**src/rtl/snoop_resp_pkg.sv**
```systemverilog
package snoop_resp_pkg;

  typedef enum logic [1:0] {
    ST_I = 2'b00,
    ST_S = 2'b01,
    ST_E = 2'b10,
    ST_M = 2'b11
  } mesi_t;

  localparam logic [4:0] TT_READ      = 5'b00101;
  localparam logic [4:0] TT_READ_NC   = 5'b10101;
  localparam logic [4:0] TT_RWITM     = 5'b01101;
  localparam logic [4:0] TT_RWITM_ATM = 5'b11101;
  localparam logic [4:0] TT_SYNC      = 5'b01000;
  localparam logic [4:0] TT_TLBSYNC   = 5'b01001;
  localparam logic [4:0] TT_TLBINV    = 5'b01010;

  typedef struct packed {
    logic  retry;
    logic  shared;
    logic  wr_en;
    mesi_t wr_state;
    logic  castout;
  } coh_act_t;

  function automatic logic tt_is_cache(input logic [4:0] tt);
    return (tt == TT_READ) || (tt == TT_READ_NC) ||
           (tt == TT_RWITM) || (tt == TT_RWITM_ATM);
  endfunction

  // Coherence action for a hit; state ST_I means no action.
  function automatic coh_act_t coh_decide(input logic [4:0] tt, input mesi_t st);
    coh_act_t a;
    a = '{retry: 1'b0, shared: 1'b0, wr_en: 1'b0, wr_state: ST_I, castout: 1'b0};
    unique case (tt)
      TT_RWITM, TT_RWITM_ATM: begin
        if (st == ST_S || st == ST_E) begin
          a.wr_en = 1'b1;
          a.wr_state = ST_I;
        end else if (st == ST_M) begin
          a.retry = 1'b1;
          a.shared = 1'b1;
          a.castout = 1'b1;
          a.wr_en = 1'b1;
          a.wr_state = ST_I;
        end
      end
      TT_READ: begin
        if (st == ST_S) begin
          a.shared = 1'b1;
        end else if (st == ST_E) begin
          a.shared = 1'b1;
          a.wr_en = 1'b1;
          a.wr_state = ST_S;
        end else if (st == ST_M) begin
          a.retry = 1'b1;
          a.shared = 1'b1;
          a.castout = 1'b1;
          a.wr_en = 1'b1;
          a.wr_state = ST_S;
        end
      end
      TT_READ_NC: begin
        if (st == ST_M) begin
          a.retry = 1'b1;
          a.castout = 1'b1;
          a.wr_en = 1'b1;
          a.wr_state = ST_E;
        end
      end
      default: ;
    endcase
    return a;
  endfunction

endpackage

```
**src/rtl/snoop_coh_decode.sv**
```systemverilog
module snoop_coh_decode
  import snoop_resp_pkg::*;
#(
  parameter int LINE_W = 27
) (
  input  logic [4:0]        tt,
  input  mesi_t             state,
  input  logic [LINE_W-1:0] line,
  input  logic              co_busy,
  input  logic [LINE_W-1:0] co_line,
  output coh_act_t          act,
  output logic              blocked
);
  coh_act_t base;
  logic     hit;
  logic     hit_castout_line;
  logic     second_castout;

  assign hit              = (state != ST_I);
  assign base             = coh_decide(tt, state);
  assign hit_castout_line = hit && co_busy && (line == co_line);
  assign second_castout   = base.castout && co_busy;
  assign blocked          = hit_castout_line || second_castout;

  always_comb begin
    if (blocked) begin
      act = '{retry: 1'b1, shared: 1'b0, wr_en: 1'b0, wr_state: ST_I, castout: 1'b0};
    end else begin
      act = base;
    end
  end
endmodule

```
**src/rtl/snoop_addr_only.sv**
```systemverilog
module snoop_addr_only
  import snoop_resp_pkg::*;
#(
  parameter int CLASS_W = 8
) (
  input  logic [4:0]         tt,
  input  logic [CLASS_W-1:0] class_in,
  input  logic               co_busy,
  input  logic               tlbi_pending,
  input  logic               tlbsync_dep,
  output logic               retry,
  output logic               tlbi_go,
  output logic [CLASS_W-1:0] tlbi_class
);
  always_comb begin
    retry   = 1'b0;
    tlbi_go = 1'b0;
    unique case (tt)
      TT_SYNC:    retry = co_busy;
      TT_TLBSYNC: retry = tlbsync_dep;
      TT_TLBINV: begin
        retry   = tlbi_pending;
        tlbi_go = !tlbi_pending;
      end
      default: ;
    endcase
  end

  assign tlbi_class = class_in;
endmodule

```
**src/rtl/snoop_castout_track.sv**
```systemverilog
module snoop_castout_track #(
  parameter int LINE_W = 27
) (
  input  logic              clk,
  input  logic              rst_n,
  input  logic              launch,
  input  logic [LINE_W-1:0] launch_line,
  input  logic              done,
  output logic              busy,
  output logic [LINE_W-1:0] line
);
  always_ff @(posedge clk) begin
    if (!rst_n) begin
      busy <= 1'b0;
      line <= '0;
    end else if (launch) begin
      busy <= 1'b1;
      line <= launch_line;
    end else if (done) begin
      busy <= 1'b0;
    end
  end
endmodule

```
**src/rtl/snoop_resp_ctrl.sv**
```systemverilog
module snoop_resp_ctrl
  import snoop_resp_pkg::*;
#(
  parameter int ADDR_W   = 32,
  parameter int OFF_W    = 5,
  parameter int CLASS_LO = 12,
  parameter int CLASS_W  = 8,
  localparam int LINE_W  = ADDR_W - OFF_W,
  localparam int CLS_POS = CLASS_LO - OFF_W
) (
  input  logic               clk,
  input  logic               rst_n,
  input  logic               snp_valid,
  input  logic               snp_global,
  input  logic [4:0]         snp_tt,
  input  logic [LINE_W-1:0]  snp_line,
  output logic [LINE_W-1:0]  lk_line,
  input  logic               lk_hit,
  input  logic [1:0]         lk_state,
  output logic               st_wr_en,
  output logic [LINE_W-1:0]  st_wr_line,
  output logic [1:0]         st_wr_state,
  output logic               co_req,
  output logic [LINE_W-1:0]  co_line,
  input  logic               co_done,
  input  logic               tlbi_pending,
  input  logic               tlbsync_dep,
  output logic               tlbi_req,
  output logic [CLASS_W-1:0] tlbi_class,
  output logic               rsp_retry,
  output logic               rsp_shared
);
  // Stage 1: accepted snoop, lookup in flight
  logic               s1_valid;
  logic [4:0]         s1_tt;
  logic [LINE_W-1:0]  s1_line;
  logic [CLASS_W-1:0] s1_class;
  logic               accept;

  assign accept = snp_valid && snp_global;

  always_ff @(posedge clk) begin
    if (!rst_n) begin
      s1_valid <= 1'b0;
      s1_tt    <= '0;
      s1_line  <= '0;
      s1_class <= '0;
    end else begin
      s1_valid <= accept;
      if (accept) begin
        s1_tt    <= snp_tt;
        s1_line  <= snp_line;
        s1_class <= snp_line[CLS_POS +: CLASS_W];
      end
    end
  end

  assign lk_line = s1_line;

  // Forward a state write that the cache has not yet taken
  logic  fwd_hit;
  mesi_t eff_state;
  assign fwd_hit   = st_wr_en && (st_wr_line == s1_line);
  assign eff_state = fwd_hit ? mesi_t'(st_wr_state)
                             : (lk_hit ? mesi_t'(lk_state) : ST_I);

  logic              co_busy;
  logic [LINE_W-1:0] co_held_line;
  coh_act_t          act;
  logic              coh_blocked;
  logic              s1_cache;

  assign s1_cache = tt_is_cache(s1_tt);

  snoop_coh_decode #(.LINE_W(LINE_W)) u_decode (
    .tt      (s1_tt),
    .state   (eff_state),
    .line    (s1_line),
    .co_busy (co_busy),
    .co_line (co_held_line),
    .act     (act),
    .blocked (coh_blocked)
  );

  logic               ao_retry;
  logic               ao_tlbi;
  logic [CLASS_W-1:0] ao_class;

  snoop_addr_only #(.CLASS_W(CLASS_W)) u_addr_only (
    .tt           (s1_tt),
    .class_in     (s1_class),
    .co_busy      (co_busy),
    .tlbi_pending (tlbi_pending),
    .tlbsync_dep  (tlbsync_dep),
    .retry        (ao_retry),
    .tlbi_go      (ao_tlbi),
    .tlbi_class   (ao_class)
  );

  logic co_launch;
  assign co_launch = s1_valid && s1_cache && act.castout;

  snoop_castout_track #(.LINE_W(LINE_W)) u_castout (
    .clk         (clk),
    .rst_n       (rst_n),
    .launch      (co_launch),
    .launch_line (s1_line),
    .done        (co_done),
    .busy        (co_busy),
    .line        (co_held_line)
  );

  assign co_line = co_held_line;

  // Stage 2: registered response
  always_ff @(posedge clk) begin
    if (!rst_n) begin
      rsp_retry   <= 1'b0;
      rsp_shared  <= 1'b0;
      st_wr_en    <= 1'b0;
      st_wr_line  <= '0;
      st_wr_state <= ST_I;
      co_req      <= 1'b0;
      tlbi_req    <= 1'b0;
      tlbi_class  <= '0;
    end else begin
      rsp_retry   <= s1_valid && (s1_cache ? act.retry : ao_retry);
      rsp_shared  <= s1_valid && s1_cache && act.shared;
      st_wr_en    <= s1_valid && s1_cache && act.wr_en;
      st_wr_line  <= s1_line;
      st_wr_state <= act.wr_state;
      co_req      <= co_launch;
      tlbi_req    <= s1_valid && !s1_cache && ao_tlbi;
      tlbi_class  <= ao_class;
    end
  end
endmodule

```
**config.mk**
```make
export PLATFORM = sky130hd
export DESIGN_NAME = snoop_resp_ctrl
export DESIGN_NICKNAME = d
export VERILOG_FILES = /design/src/rtl/snoop_resp_pkg.sv /design/src/rtl/snoop_coh_decode.sv /design/src/rtl/snoop_addr_only.sv /design/src/rtl/snoop_castout_track.sv /design/src/rtl/snoop_resp_ctrl.sv
export SDC_FILE = /design/constraint.sdc
export NUM_CORES = 1
export LEC_CHECK = 0
export BUFFER_PORTS_ARGS = -buffer_cell sky130_fd_sc_hd__clkbuf_2
export CAP_MARGIN = 15
export CELL_PAD_IN_SITES_DETAIL_PLACEMENT = 2
export CELL_PAD_IN_SITES_GLOBAL_PLACEMENT = 2
export CORE_ASPECT_RATIO = 1.75
export CORE_UTILIZATION = 26
export DETAILED_ROUTE_END_ITERATION = 10
export GPL_TIMING_DRIVEN = 1
export PLACE_DENSITY_LB_ADDON = 0.15
export SKIP_CTS_REPAIR_TIMING = 1
export SKIP_LAST_GASP = 1
export SYNTH_ARGS = -nofsm -noshare
export SYNTH_HDL_FRONTEND = slang
export SYNTH_SLANG_ARGS = --single-unit
```
**constraint.sdc**
```tcl
create_clock -name clk -period 2.3 [get_ports clk]
set_input_delay 0 -clock clk [delete_from_list [all_inputs] [get_ports clk]]
set_output_delay 0 -clock clk [all_outputs]
set_load 0.05 [all_outputs]
```
Word-level counts from Yosys, hierarchy flattened
Cells that the tools add are included. Widths: inputs -> output; s select.

Register bits: 111. Word-level logic and storage cells: 74. Output and inout bits: 96.

Multiplexer cells: 24. Bitwise logic cells: 1. Eq/ne operators: 12. Reductions and logical operators: 23.

Operators with widths (number): $eq 27x27->1 (2); $eq 5x4->1 const B (4); $mux 6 (3); $logic_and 1x1->1 (12); $mux 4 (3); $pmux 4 s3 (1); $eq 5x5->1 const B (2); $mux 1 (10); $mux 2 (3); $pmux 1 s3 (2); $eq 5x3->1 const B (1); $logic_or 1x1->1 (5); $eq 2x2->1 const B (2); $reduce_bool 2->1 (2); $reduce_or 2->1 (2); $mux 3 (1); $eq 2x1->1 const B (1); $logic_not 1->1 (2); $pmux 1 s2 (1); $not 1->1 (1).

Longest topological paths before layout
Gate-level depths: netlist (run 1).

Depth after elaboration: 13. Gate-level depth with buffers: 9.

By module
Synthesis (run 1) repeated with hierarchy kept, for this count alone.

Cells, all modules: 387. Area, all modules: 4139.0 um^2.

Modules (own cells, without submodules): snoop_resp_ctrl (instances 1, cells each 222, area an instance 2517.4 um^2); snoop_castout_track (instances 1, cells each 89, area an instance 1072.3 um^2); snoop_coh_decode (instances 1, cells each 61, area an instance 445.4 um^2); snoop_addr_only (instances 1, cells each 15, area an instance 103.8 um^2).

Worst setup path after synthesis (run 1)
No wires, ideal clock.

Path kind: register -> register. Start point: register s1_line[20] (netlist: lk_line[20]). End point: register u_castout.line[25]. Data required time: 2172 ps. Path slack: -374 ps. Setup time: 128 ps. Stages on the path, launching flop included: 10. Period minus slack after synthesis: 2674 ps. Arrival time: 2546 ps. Cell sequence: dfxtp_1 -> xnor2_1 -> nand4_1 -> or4_4 -> o2111a_1 -> o211ai_2 -> buf_6 -> buf_8 -> mux2i_1 -> nor2_1.

Cells in the longest elaborated chain, start to end: 12.

Ends and longest elaborated chain: start: declaration (RTL line snoop_resp_ctrl.sv:36) `logic [LINE_W-1:0] s1_line;`; start signal: assignment (RTL line snoop_resp_ctrl.sv:52) `s1_line <= snp_line;`; $eq 27x27->1 (RTL line snoop_resp_ctrl.sv:63) `assign fwd_hit = st_wr_en && (st_wr_line == s1_line);`; $logic_and 1x1->1 (RTL line snoop_resp_ctrl.sv:63); $mux 2 (RTL line snoop_resp_ctrl.sv:64) `assign eff_state = fwd_hit ? mesi_t'(st_wr_state)`; $eq 2x2->1 (RTL line snoop_resp_pkg.sv:40, snoop_resp_pkg.sv:55, snoop_resp_pkg.sv:64); $mux 6 (RTL line snoop_resp_pkg.sv:55) `end else if (st == ST_M) begin`; $mux 1 (RTL line snoop_resp_pkg.sv:51) `end else if (st == ST_E) begin`; $mux 4 (RTL line snoop_resp_pkg.sv:49) `if (st == ST_S) begin`; $pmux 4 s3 (RTL line snoop_resp_pkg.sv:35) `unique case (tt)`; $logic_and 1x1->1 (RTL line snoop_coh_decode.sv:22) `assign second_castout = base.castout && co_busy;`; $logic_or 1x1->1 (RTL line snoop_coh_decode.sv:23) `assign blocked = hit_castout_line || second_castout;`; $mux 6 (*) (RTL line snoop_coh_decode.sv:26) `if (blocked) begin`; $logic_and 1x1->1 (*) (RTL line snoop_resp_ctrl.sv:101) `assign co_launch = s1_valid && s1_cache && act.castout;`; end signal: assignment (RTL line snoop_castout_track.sv:18) `line <= launch_line;`; end: declaration (RTL line snoop_castout_track.sv:10) `output logic [LINE_W-1:0] line`.

Mark *: on every way between the ends. The rest lies on a longest branch, timed or not. A chain may end at the register's enable or synchronous reset.

Worst setup path after layout (run 1)
Start point: register st_wr_line[3]. End point: register u_castout.line[5].

Cells in the longest elaborated chain, start to end: 12.

Ends and longest elaborated chain: start: declaration (RTL line snoop_resp_ctrl.sv:21) `output logic [LINE_W-1:0] st_wr_line,`; start signal: assignment (RTL line snoop_resp_ctrl.sv:130) `st_wr_line <= s1_line;`; $eq 27x27->1 (*) (RTL line snoop_resp_ctrl.sv:63); $logic_and 1x1->1 (*) (RTL line snoop_resp_ctrl.sv:63); $mux 2 (*) (RTL line snoop_resp_ctrl.sv:64); $eq 2x2->1 (RTL line snoop_resp_pkg.sv:40, snoop_resp_pkg.sv:55, snoop_resp_pkg.sv:64); $mux 6 (RTL line snoop_resp_pkg.sv:55); $mux 1 (RTL line snoop_resp_pkg.sv:51); $mux 4 (RTL line snoop_resp_pkg.sv:49); $pmux 4 s3 (RTL line snoop_resp_pkg.sv:35); $logic_and 1x1->1 (RTL line snoop_coh_decode.sv:22); $logic_or 1x1->1 (RTL line snoop_coh_decode.sv:23); $mux 6 (*) (RTL line snoop_coh_decode.sv:26); $logic_and 1x1->1 (*) (RTL line snoop_resp_ctrl.sv:101).

Marks and branches as above.

==> results of run 1 <==
## routing by layer
metal | up-vias | track usage (%) | share of wire, %
li1 | 1677 | - | -
met1 | 1742 | 19.58 | 37
met2 | 89 | 36.83 | 57
met3 | 14 | 4.096 | 3.6
met4 | 0 | 5.734 | 2.0
met5 | - | 0 | 0
## worst max-delay path by stage
stage                                         from  cells after the start                               to
after detailed placement   lk_line[3]$_SDFFE_PN0P_                      8              st_wr_en$_SDFF_PN0_
after floorplan            lk_line[3]$_SDFFE_PN0P_                      9  u_castout.line[21]$_SDFFE_PN0P_
after global placement     lk_line[3]$_SDFFE_PN0P_                      8              st_wr_en$_SDFF_PN0_
after CTS                  lk_line[3]$_SDFFE_PN0P_                      8              st_wr_en$_SDFF_PN0_
final                     st_wr_line[3]$_SDFF_PN0_                     10   u_castout.line[5]$_SDFFE_PN0P_
after global routing       lk_line[5]$_SDFFE_PN0P_                     10   u_castout.line[5]$_SDFFE_PN0P_
## metrics by stage
step / hold WS [ns] / TNS, ns / utilization, % / cells
finish: 0.01041 / -3.806 / 42.55 / 765
global route: 0.03800 / -7.850 / 42.55 / 765
CTS: -0.1256 / -11.21 / 38.35 / 725
detailed placement: 0.2336 / -11.15 / 36.22 / 709
global placement: 0.2282 / -9.637 / 36.22 / 709
floorplan: 0.1360 / -0.6388 / - / 363
## final cells by class
class	count	area (um2)	area share (%)
clock buffer	10	239.0	4.018
clock inverter	6	58.81	0.9886
inverter	4	15.01	0.2524
multi-input combinational	240	1847	31.05
sequential	95	2004	33.70
tap	177	221.5	3.723
timing repair buffer	233	1563	26.27
## worst min-delay path, stage by stage
cell and delay [ns]:
clkbuf_2 0.08, nand2_1 0.04, o21ai_0 0.08, a32o_1 0.13
## registers in the layout, summed over array words and instances, names as in the netlist
name / cells
co_req: 1
lk_line: 27
rsp_retry: 1
rsp_shared: 1
s1_tt: 5
s1_valid: 1
st_wr_en: 1
st_wr_line: 27
st_wr_state: 2
tlbi_req: 1
u_castout.busy: 1
u_castout.line: 27
## report_power, final
part / internal, uW / switching, uW
Clock: 868 / 643
Sequential: 1710 / 54.5
Combinational: 298 / 489
Total: 2870 / 1190
## Yosys cell counts
cell type / n
a2111oi_1: 1
nor3b_1: 1
nand3_1: 3
nand4_1: 7
o22a_1: 27
o211ai_2: 1
xor2_1: 28
o2111a_1: 1
buf_8: 1
buf_4: 9
a21oi_1: 7
inv_2: 1
dfxtp_1: 95
nand4b_1: 1
nor2b_1: 1
nand3b_1: 1
nand2b_1: 1
nor4_1: 9
and3_1: 3
buf_1: 2
o21ai_0: 4
clkbuf_1: 11
nor2_1: 34
a22oi_1: 1
buf_6: 1
nor3_2: 1
o221a_2: 1
and2_1: 29
xnor2_1: 26
nor3_1: 2
a32o_1: 1
mux2i_1: 29
o21ai_1: 1
nand2_1: 16
o21a_1: 1
or4_4: 1
or2_2: 1
inv_1: 3
## cell families (layout without fill, tap and decap cells)
family | count (synthesis) | in the layout | synth area share [%]
and+or+nand+nor | 111 | 111 | 15.32
DFF | 95 | 95 | 50.50
xor gates and xnor gates | 54 | 54 | 12.56
AOI/OAI and AO/OA | 46 | 46 | 9.734
muxes | 29 | 29 | 7.708
buffers and inverters | 28 | 253 | 4.186
==> metrics.cfg, run 1 <==
[cts]
clk_pin_slew_worst_paths_ns=0.06
cts-htree-levels=3
cts_num_sinks=95
tritoncts=yes
numCtsBuffers=9
cts_buffer_depth=2
cts_root_buf=clkbuf_16
worstSkewPairLatency_ns=0.34

[layout]
final_cell_mix=clkbuf_2 (137), buf_4 (56), dfxtp_1 (51), nor2_1 (34), dlygate4sd3_1 (34)
mostFrequentLayoutCell=clkbuf_2
drive_gt1_share_pct=47.96
finalInstanceArea_um2=5948
final_net_count=625
area_delta_synth_final_pct=57.94
n_antenna_cell=0
fillCellCount=1553

[detailed_routing]
drtIter0Drc=84
routed_wl_um=14460
via_per_inst=4.604
ant_nets=0
wl_per_cell_um=18.90
drc=0
vias=3522
drtPass1Iterations=4

[critical_path]
r2r-end=u_castout.line[5]$_SDFFE_PN0P_
reg2reg_depth=10
crit_chain=xnor2_4 -> nand4_1 -> or4_4 -> nor3_2 -> buf_4 -> o211ai_4 -> buf_4 -> buf_12 -> mux2i_2 -> nor2_1
cpMostUsedCell=buf_4
critPathKind=flop to flop
critPathMaxFanout=9
critPathCaptureType=flop
crit_family=simple AND/OR/NAND/NOR gates
crit_buf_inv=3
slowest_delay_ns=0.52
cp.required_ns=2.51
reg2reg_from=st_wr_line[3]$_SDFF_PN0_
worstPathArrival_ns=2.68
critical_path.startpoint_type=flop
cp_slowest_cell=or4_4
r2r_slack_ns=-0.18

[sta]
timing.final.crit_share_pct=107.7
max_slew_margin_pct=34.48
worst_pin_slew_ns=0.9804
hold_viol_final=0
rsz0062_at_grt=true
min_period_ns=2.477
fin_skew_ns=0.008975
fmaxAchievable_ghz=0.4037
setup_viol=34
slew_violations=0
setup_slack_ns=-0.1769

[place]
place_congestion=0.8268
dpl.hpwl_um=10780
dp_slack_ns=-0.4459
place_area_um2=5062
io_buffers=137

[job]
cap_viol_max_count=0

[power_and_ir_drop]
cellLeakagePower_uw=0.002939
power_density_nw_per_um2=682.5
p_total_uw=4060
vdd_drop_max_uv=328.7

[die]
start_util_pct=26.94
ios=138
die_w_um=92.98
die_height_um=161.2
core_area_um2=13980
fp-row-count=57
die_area_um2=14990

[yosys]
synth_area_leaders=dfxtp_1 (50%), mux2i_1 (7.7%), xor2_1 (6.5%), o22a_1 (6.3%), xnor2_1 (6.0%)
ys_warn_count=0
syn-cell-area_um2=3766
synth_top_cell_by_area=dfxtp_1
syn_avg_cell_area_um2=10.37
synth_top_area_share_pct=50.50
synth_cell_types=38
syn_nets=405
ys_seq_elements=95
seq_area_frac_synth_pct=50.50
synthCells=363

[global_routing]
antenna_found_initial=0
grt_usage_pct=18.92
grt_pass1_vias=3765
grt_max_degree=29
grt_pass1_wl_um=21030
grt_overflow=0

[worst_hold_path]
whs_endpoint=rsp_retry$_SDFF_PN0_
hold_path_depth=4
hold_class=primary input to flop
hold_start=tlbsync_dep

[outcome]
violations=negative setup slack
outcome=finished with violations

Power figures use the tool's default switching activity.
==> run 2, diff against run 1 <==
--- a/config.mk
+++ b/config.mk
@@ -10,7 +10,7 @@
 export CELL_PAD_IN_SITES_DETAIL_PLACEMENT = 2
 export CELL_PAD_IN_SITES_GLOBAL_PLACEMENT = 2
 export CORE_ASPECT_RATIO = 1.75
-export CORE_UTILIZATION = 26
+export CORE_UTILIZATION = 30
 export DETAILED_ROUTE_END_ITERATION = 10
 export GPL_TIMING_DRIVEN = 1
 export PLACE_DENSITY_LB_ADDON = 0.15
==> constraint.sdc (replaced) <==
create_clock -name clk -period 2.93 [get_ports clk]
set_input_delay 0 -clock clk [delete_from_list [all_inputs] [get_ports clk]]
set_output_delay 0 -clock clk [all_outputs]
set_load 0.05 [all_outputs]
==> metrics.cfg, run 2 (synthesis gave the netlist of run 1 again) <==
[cts]
cts_root_buf=clkbuf_16
clk_pin_slew_worst_paths_ns=0.07
tritoncts=yes
cts_num_sinks=95
worstSkewPairLatency_ns=0.34
cts-htree-levels=3
cts_buffer_depth=2
numCtsBuffers=9

[global_routing]
grt_use_met2_pct=39.48
grt_overflow=0
grtUsageMet1_pct=20.13
grt_usage_pct=20.41
grt_pass1_wl_um=19330
grt_pass1_vias=3500
antenna_found_initial=0
grt_busiest_layer=met2
grt_max_degree=32
use_met3_pct=5.154

[layout]
final_cell_mix=clkbuf_2 (137), dfxtp_1 (94), nor2_1 (34), dlygate4sd3_1 (34)
mostFrequentLayoutCell=clkbuf_2
fillCellCount=1339
n_antenna_cell=0
final_cells=703
area_delta_synth_final_pct=40.73
drive_gt1_share_pct=31.97
final_net_count=575

[sta]
hold_viol_final=0
slew_violations=0
fmaxAchievable_ghz=0.3634
rsz0062_at_grt=false
worst_pin_slew_ns=0.7390
min_period_ns=2.752
setup_viol=0
setup_tns_ns=0
fin_skew_ns=0.006319
timing.final.crit_share_pct=93.91
max_slew_margin_pct=50.61

[place]
place_congestion=0.8107
dp.cells=653
io_buffers=137
dpl.hpwl_um=9742

[detailed_routing]
drtPass1Iterations=4
via_per_inst=4.724
drc=0
ant_nets=0
routed_wl_um=13310
drtIter0Drc=48
wl_per_cell_um=18.93
vias=3321

[outcome]
outcome=completed

[die]
die_w_um=86.70
start_util_pct=31.03
die_height_um=150.2
fp-row-count=53
ios=138
die_area_um2=13020
core_area_um2=12140

[critical_path]
crit_buf_inv=0
critical_path.startpoint_type=flop
r2r-end=st_wr_en$_SDFF_PN0_
worstPathArrival_ns=2.95
slowest_delay_ns=0.63
crit_family=compound AO/OA/AOI/OAI gates
critPathKind=flop to flop
cp.required_ns=3.13
reg2reg_from=lk_line[3]$_SDFFE_PN0P_
critPathMaxFanout=5
cp_slowest_cell=or4_4
r2r_slack_ns=0.18
reg2reg_depth=7
critPathCaptureType=flop
crit_chain=xnor2_2 -> nand4_1 -> or4_4 -> o2111a_1 -> o21ai_0 -> a21oi_1 -> a2111oi_1

[worst_hold_path]
whs_endpoint=rsp_retry$_SDFF_PN0_
hold_path_depth=4
hold_class=primary input to flop
hold_start=tlbsync_dep

[power_and_ir_drop]
power_switching_share_pct=28.30
p_int_uw=2289
power_density_nw_per_um2=602.3
p_switching_uw=903.3
power.share.clock_pct=40.1
combPwrFrac_pct=16.0
vdd_drop_max_uv=291.5
cellLeakagePower_uw=0.002636
seqPwrFrac_pct=43.9

[job]
cap_viol_max_count=0

## run 2: cell count changes in the layout (fill, tap and decap cells not counted), sizes merged
cell and delta:
buf -48, bufinv +1, clkbuf -1, clkinv -1, inv -1
## run 2: final cells by class
class	instances	area [um2]	area share (%)
tap	165	206.4	3.895
clock inverter	5	81.33	1.534
sequential	95	1903	35.91
clock buffer	11	242.7	4.580
multi-input combinational	240	1723	32.51
timing repair buffer	183	1129	21.29
inverter	4	15.01	0.2833
## run 2: worst reg2reg max path, cell delays in order (launching register included)
cell and delay [ns]:
dfxtp_2 0.37, xnor2_2 0.21, nand4_1 0.19, or4_4 0.63, o2111a_1 0.33, o21ai_0 0.25
a21oi_1 0.18, a2111oi_1 0.46
## run 2: power by group through the flow
stage	Sequential [uW]	Clock [uW]	Combinational, uW
3_3_place_gp	1430	0	476
4_1_cts	1400	1320	480
2_1_floorplan	1580	0	163
5_1_grt	1410	1360	543
3_5_place_dp	1430	0	478
6_report	1400	1280	511
## run 2: through the flow
step | total power, uW | setup WS [ns] | utilization, % | area (um2) | hold slack, ns
after floorplan | 1743 | 0.2560 | - | 3766 | 0.1360
after global placement | 1903 | 0.1038 | 38.13 | 4627 | 0.2265
after detailed placement | 1909 | 0.09073 | 38.13 | 4627 | 0.2313
after CTS | 3198 | -0.01874 | 40.80 | 4951 | -0.1345
after global routing | 3310 | 0.04127 | 43.67 | 5300 | 0.05951
final | 3192 | 0.1783 | 43.67 | 5300 | 0.02836
## run 2: how the worst max path moves through the flow
| stage | start | endpoint | slack (ns) | cells after the start |
|---|---|---|---|---|
| floorplan | lk_line[20]$_SDFFE_PN0P_ | u_castout.line[25]$_SDFFE_PN0P_ | 0.26 | 9 |
| global placement | lk_line[3]$_SDFFE_PN0P_ | u_castout.line[19]$_SDFFE_PN0P_ | 0.10 | 8 |
| detailed placement | lk_line[3]$_SDFFE_PN0P_ | u_castout.line[5]$_SDFFE_PN0P_ | 0.09 | 8 |
| CTS | lk_line[3]$_SDFFE_PN0P_ | st_wr_en$_SDFF_PN0_ | -0.02 | 7 |
| global route | lk_line[3]$_SDFFE_PN0P_ | st_wr_en$_SDFF_PN0_ | 0.04 | 7 |
| finish | lk_line[3]$_SDFFE_PN0P_ | st_wr_en$_SDFF_PN0_ | 0.18 | 7 |
## run 2: routing by layer
| metal | vias to the layer above | wire (um) |
|---|---|---|
| met2 | 94 | 7626 |
| li1 | 1580 | - |
| met4 | 0 | 342 |
| met5 | - | 0 |
| met3 | 24 | 529 |
| met1 | 1623 | 4811 |
